### src/rtl/shpipe_pkg.sv
package shpipe_pkg;

    localparam int DEF_WIDTH  = 200;
    localparam int DEF_STAGES = 16;

    // a handshake transfer happens when both sides agree in the same cycle
    function automatic logic hs_fire(input logic valid, input logic ready);
        return valid & ready;
    endfunction

endpackage

### src/rtl/shpipe_enable.sv
module shpipe_enable #(
    parameter int STAGES = 16
) (
    input  logic [STAGES-1:0] vld,
    input  logic              out_ready,
    output logic [STAGES-1:0] en
);
    localparam int LAST = STAGES - 1;

    // hole[i]: some stage in i..LAST is empty
    logic [STAGES-1:0] hole;

    assign hole[LAST] = ~vld[LAST];

    generate
        for (genvar i = 0; i < LAST; i++) begin : g_hole
            assign hole[i] = ~vld[i] | hole[i+1];
        end
        for (genvar i = 0; i < STAGES; i++) begin : g_en
            assign en[i] = out_ready | hole[i];
        end
    endgenerate

endmodule

### src/rtl/shpipe_slot.sv
module shpipe_slot #(
    parameter int WIDTH = 200
) (
    input  logic             clk,
    input  logic             rst,
    input  logic             en,
    input  logic             d_vld,
    input  logic [WIDTH-1:0] d_dat,
    output logic             q_vld,
    output logic [WIDTH-1:0] q_dat
);
    always_ff @(posedge clk) begin
        if (rst) begin
            q_vld <= 1'b0;
        end else if (en) begin
            q_vld <= d_vld;
        end
    end

    // data carries no reset; its content is only meaningful with q_vld
    always_ff @(posedge clk) begin
        if (en) begin
            q_dat <= d_dat;
        end
    end

endmodule

### src/rtl/shpipe_elastic.sv
module shpipe_elastic
    import shpipe_pkg::*;
#(
    parameter int WIDTH  = DEF_WIDTH,
    parameter int STAGES = DEF_STAGES
) (
    input  logic             clk,
    input  logic             rst,
    input  logic             in_valid,
    output logic             in_ready,
    input  logic [WIDTH-1:0] in_data,
    output logic             out_valid,
    input  logic             out_ready,
    output logic [WIDTH-1:0] out_data
);
    localparam int LAST  = STAGES - 1;
    localparam int CNT_W = $clog2(STAGES + 1) + 1;

    typedef struct packed {
        logic             vld;
        logic [WIDTH-1:0] dat;
    } slot_t;

    slot_t             cur [STAGES];
    slot_t             feed[STAGES];
    logic [STAGES-1:0] vld_vec;
    logic [STAGES-1:0] en;

    shpipe_enable #(.STAGES(STAGES)) u_enable (
        .vld      (vld_vec),
        .out_ready(out_ready),
        .en       (en)
    );

    generate
        for (genvar i = 0; i < STAGES; i++) begin : g_stage
            if (i == 0) begin : g_head
                assign feed[i] = '{vld: in_valid, dat: in_data};
            end else begin : g_body
                assign feed[i] = cur[i-1];
            end

            shpipe_slot #(.WIDTH(WIDTH)) u_slot (
                .clk  (clk),
                .rst  (rst),
                .en   (en[i]),
                .d_vld(feed[i].vld),
                .d_dat(feed[i].dat),
                .q_vld(cur[i].vld),
                .q_dat(cur[i].dat)
            );

            assign vld_vec[i] = cur[i].vld;
        end
    endgenerate

    assign in_ready  = en[0];
    assign out_valid = cur[LAST].vld;
    assign out_data  = cur[LAST].dat;

    // ---------------- assertions ----------------
    logic chk_live = 1'b0;
    always_ff @(posedge clk) chk_live <= ~rst;

    logic [CNT_W-1:0] occ_now;
    assign occ_now = CNT_W'($countones(vld_vec));

    a_r4_ready_pass: assert property (@(posedge clk) disable iff (rst || !chk_live)
        out_ready |-> in_ready);

    a_r5_hole_accepts: assert property (@(posedge clk) disable iff (rst || !chk_live)
        (in_valid && !(&vld_vec)) |-> in_ready);

    a_r6_full_stall: assert property (@(posedge clk) disable iff (rst || !chk_live)
        ((&vld_vec) && !out_ready) |-> !in_ready);

    a_r6_full_hold: assert property (@(posedge clk) disable iff (rst || !chk_live)
        ((&vld_vec) && !out_ready) |=> ((&vld_vec) && $stable(out_data)));

    a_r8_out_hold: assert property (@(posedge clk) disable iff (rst || !chk_live)
        (out_valid && !out_ready) |=> (out_valid && $stable(out_data)));

    a_r7_count_tracks: assert property (@(posedge clk) disable iff (rst || !chk_live)
        1'b1 |=> (occ_now == $past(occ_now)
                  + CNT_W'($past(hs_fire(in_valid, in_ready)))
                  - CNT_W'($past(hs_fire(out_valid, out_ready)))));

    generate
        for (genvar i = 0; i < LAST; i++) begin : g_chk
            // with the consumer taking data, every held word moves one stage on
            a_r3_advance: assert property (@(posedge clk) disable iff (rst || !chk_live)
                (cur[i].vld && out_ready) |=> (cur[i+1].vld && cur[i+1].dat == $past(cur[i].dat)));
        end
    endgenerate

endmodule

### config.mk
export PLATFORM = sky130hd
export DESIGN_NAME = shpipe_elastic
export DESIGN_NICKNAME = d
export VERILOG_FILES = /design/src/rtl/shpipe_pkg.sv /design/src/rtl/shpipe_enable.sv /design/src/rtl/shpipe_slot.sv /design/src/rtl/shpipe_elastic.sv
export SDC_FILE = /design/constraint.sdc
export NUM_CORES = 2
export LEC_CHECK = 0
export ABC_CLOCK_PERIOD_IN_PS = 33200
export BUFFER_PORTS_ARGS = -buffer_cell sky130_fd_sc_hd__buf_2
export CAP_MARGIN = 20
export CELL_PAD_IN_SITES_DETAIL_PLACEMENT = 1
export CELL_PAD_IN_SITES_GLOBAL_PLACEMENT = 1
export CORE_ASPECT_RATIO = 1.75
export CORE_MARGIN = 1.5
export CORE_UTILIZATION = 40
export DETAILED_ROUTE_END_ITERATION = 7
export GPL_ROUTABILITY_DRIVEN = 0
export PLACE_DENSITY_LB_ADDON = 0.15
export SETUP_SLACK_MARGIN = 0.15
export SLEW_MARGIN = 0
export SYNTH_ARGS = -nofsm -noshare
export SYNTH_HDL_FRONTEND = slang
export SYNTH_HIERARCHICAL = 1
export SYNTH_SLANG_ARGS = --single-unit
export TNS_END_PERCENT = 5
### constraint.sdc
create_clock -name clk -period 33.2 [get_ports clk]
set_input_delay 3.32 -clock clk [delete_from_list [all_inputs] [get_ports clk]]
set_output_delay 3.32 -clock clk [all_outputs]
set_load 0.005 [all_outputs]
# Word-level counts from Yosys, hierarchy flattened
# Index checks and enable logic that the tools add are counted.
[word_totals]
wordCells = 79
latch_bits = 0
romBits = 0
inputBits = 204
reg_bits = 3216
ram_bits = 0
out_inout_bits = 202
n_memories = 0
[classes]
n_eq_ne = 0
bitwise_logic = 47
n_mux = 0
mul = 0
magnitude_cmp = 0
n_shift = 0
div_mod_pow = 0
reduce_logical = 0
n_addsub = 0
[op_table]
columns = ["operator", "count"]
rows = [
  ["bitwise OR 1 bit", 31],
  ["NOT 1 bit", 16],
]

# Depth between registers and ports, before layout
[logic_depth]
word_depth = 17
depth_mapped = 7
ltp_nobuf = 7

# Hierarchy
# Netlist, hierarchy kept.
[modules_own_cells]
columns = ["module", "area_per_inst_um2", "instances", "seq_area_each_um2", "cells_per_inst"]
rows = [
  ["shpipe_slot", 6039.5, 16, 6025.8, 203],
  ["shpipe_enable", 178.9, 1, 0.0, 26],
]

# Worst setup path after synthesis
# Ideal clock, no wire load.
[synth_timing]
kind = "input port to output port"
startpoint = "in out_ready"
endpoint = "out in_ready"
arrival_ps = 12156
path_buffers = 0
cell_stages = 5
path_slack_ps = 17724
required_ps = 29880
cell_sequence = "nand3b_4 nor2_4 inv_2 nor2_8 nand3_1"
[synth_between]
elab_chain_cells = 1
[synth_rtl]
columns = ["element", "line", "source"]
rows = [
  ["from (decl)", "shpipe_elastic.sv:13", "input logic out_ready,"],
  ["bitwise OR 1 bit", "shpipe_enable.sv:20", "assign en[i] = out_ready | hole[i];"],
  ["to (decl)", "shpipe_elastic.sv:10", "output logic in_ready,"],
]
# No other way between the ends.

# Worst setup path after layout
# Ends and elaborated chain as after synthesis.

==> key figures <==
STA
  – Fin Setup TNS: 0 ns
  – Final min period: approximately 10 ns
  – Tightest Pin Transition: ~1.1 ns
  – Fmax: slightly below 100 MHz
  – Final Hold Fails: 0
  – Max-slew headroom: approximately a quarter
  – Unrepaired setup endpoints after global routing: false
  – Period utilisation layout: 30.5%
  – Fin worst setup slack: 23.09 ns
  – Setup-failing EPs final: 0
  – Fin Clk Skew: approximately 0.06 ns
  – Max Slew Vio Count: 0

Setup path
  – Slowest cell delay on critical path: between 0.6 and 0.7 ns
  – CP Cell Sequence: buf_2 > nand3b_4 > nor2_4 > inv_8 > nor2_8 > nand3_4 > buf_4 > buf_2
  – CP Launch Type: input pin
  – Critical path required time: between 20 and 30 ns
  – R2R Path Start: g_stage[15].u_slot/q_vld
  – Worst setup EP type: primary output
  – Most frequent CP cell: buf_2
  – Setup CP Type: input pin to primary output
  – CP max-delay cell: nand3b_4
  – Launch point of the worst path: out_ready
  – CP delay by family, top: simple AND/OR/NAND/NOR gates
  – Buf+Inv Stages, Crit Path: 4
  – Peak fanout along the critical path: around 120
  – Data arrival, critical path: ~6.8 ns

Power and ir drop
  – Leak: about 41 nW
  – Power, Total: about 8.1 mW
  – P per Cell Area: 71.5 nW/um2
  – Worst IR Drop VDD: between 40 and 50 uV

Drt
  – Final WL: 154 mm
  – Initial detailed-routing violation count: about 2.1k
  – DR vias/cell: approximately 4.5
  – DRT antenna net count: 0
  – Mean routed wirelength per cell: approximately 21 um
  – Pre-antenna DRT Iters: 5
  – DR DRC count: 0
  – Total number of vias: between 30k and 40k

Clock tree
  – Setup repair bufs after CTS: 0
  – CTS clk-pin slew, worst paths: about 0.070 ns
  – Longest Clk Path Bufs: 4
  – CTS Buf Count: between 200 and 300
  – Root Buffer: clkbuf_16
  – Resize count post-CTS: 0
  – Clk sinks: ~3.2k
  – Hold_buf cts: 0
  – Worst-skew pair later-pin latency: ~0.84 ns
  – TritonCTS clock tree: done
  – H-tree depth: 5

Place
  – Placed Area: slightly above 100,000 um2
  – HPWL after DPL: a little over 90 mm
  – Cells after DPL: 6,842
  – Port Buffers: roughly 400
  – DP Worst Slack: roughly 23 ns

Min path
  – Min-delay src: g_stage[11].u_slot/q_dat[79]
  – Worst min path class: flop to flop

GRT
  – Largest net degree at the start of global routing: approximately 170
  – Initial antenna violation count: 12
  – Gr ovfl total: 0
  – Number of global-route vias before repair: around 35k
  – Global-route wire length before repair: approximately 220 mm
  – GRT Total Usage: about an eighth

Final layout
  – Fill count: 20.8k
  – Finished Cell Area: about 110,000 um2
  – Share of layout cells above drive strength 1: just over 20%
  – Area grow syn2layout: 16.4%
  – # nets final: 4,226
  – Finished Layout Cells: 7,359

Die
  – Row cnt: between 200 and 250
  – # IOs: 406
  – Die W: ~370 um
  – Area of the core: ~240,000 um2
  – Starting Density: 40.3%
  – Height of the die: between 600 and 700 um
  – Die ar.: 245,000 um2

Yosys
  – Netlist cell types: 17
  – Top post-synthesis cells by area: edfxtp_1 99%, dfxtp_1 0.33%, mux2i_1 0.17%, nor2_1 0.062%, nand4_1 0.032%
  – Share of the synthesized area in the top cell type: 99.3%
  – Synth Register Bits: 3,216
  – Synth Area per Inst: about 30 um2
  – Cells after Synth: approximately 3.3k
  – Largest area contributor in the netlist: edfxtp_1
  – Syn_nets: 3,478
  – Warnings, synthesis: 6
  – Mapped cell area: 96,800 um2
  – Seq/Total Area, Yosys: 99.6%

Flow run
  – Max-cap viol count: 0

Status
  – Outcome: completed
[cells in the mapped netlist]
cell type,number
nand3_1,5
nor2_4,1
edfxtp_1,3200
clkbuf_2,1
nand3b_4,1
nand2_1,3
mux2i_1,16
and2_1,2
nand4_1,5
inv_2,1
and4_1,2
nor2_8,1
dfxtp_1,16
and3_1,1
or2b_1,1
nor2_1,16
inv_1,2
[cells in the final DEF (no fill, tap or decap), drive strengths merged]
cell type	synthesis	routed
and2	2	2
and3	1	1
and4	2	2
buf	0	453
bufinv	0	28
clkbuf	1	361
clkinv	0	102
clkinvlp	0	10
dfxtp	16	16
diode	0	2
edfxtp	3200	3200
inv	3	13
mux2i	16	16
nand2	3	3
nand3	5	5
nand3b	1	1
nand4	5	5
nor2	18	18
or2b	1	1
[sequential cells by signal, summed over array words and instances (netlist names)]
signal,cells
g_stage.u_slot/q_dat,3200
g_stage.u_slot/q_vld,16
[cells by family (layout without fill, tap and decap cells)]
family,count (synthesis),in the layout,share of synthesized area (%)
other cells,0,2,0
buf+inv,4,967,0.0168
flops,3216,3216,99.6
simple gates,38,38,0.230
mux,16,16,0.165
[area by class of cell]
class | count | area, um2 | share of cell area, %
Clock buffer | 361 | 7840 | 6.96
Tap cell | 3120 | 3900 | 3.46
Timing Repair Buffer | 453 | 2530 | 2.25
Clock inverter | 150 | 1480 | 1.31
Multi-Input combinational cell | 54 | 472 | 0.419
Antenna cell | 2 | 5.00 | 0.00444
Sequential cell | 3216 | 96400 | 85.6
Inverter | 3 | 26.3 | 0.0233
[through the flow]
step	util (%)	hold WS, ns
floorplan	-	0.400
global placement	42.9	0.400
detailed placement	43.0	0.405
CTS	46.8	0.357
global route	46.9	0.377
finish	46.9	0.357
[layer usage]
layer  GRT usage, %  vias up  part of all wire (%)
met5              0        -                 0.019
met4           4.13        4                   2.7
met3           2.75      290                   5.3
met2           20.7      803                    49
met1           16.3    16855                    43
li1               -    14898                     -
[where the power goes]
| group | leakage (nW) | switching, mW | total [mW] | internal [mW] |
|---|---|---|---|---|
| sequential | 34.0 | 0.0718 | 4.74 | 4.67 |
| clock | 4.56 | 1.39 | 3.29 | 1.90 |
| combinational | 2.20 | 0.0151 | 0.0317 | 0.0166 |
[worst paths after layout]
| check | endpoint | slack [ns] | cells after the start |
|---|---|---|---|
| max | in_ready | 23.09 | 8 |
| min | g_stage[12].u_slot/q_dat[79] | 0.36 | 0 |
| max reg2reg | g_stage[0].u_slot/q_dat[106] | 28.50 | 8 |
| min reg2reg | g_stage[12].u_slot/q_dat[79] | 0.36 | 0 |
Power figures use the tool's default switching activity.
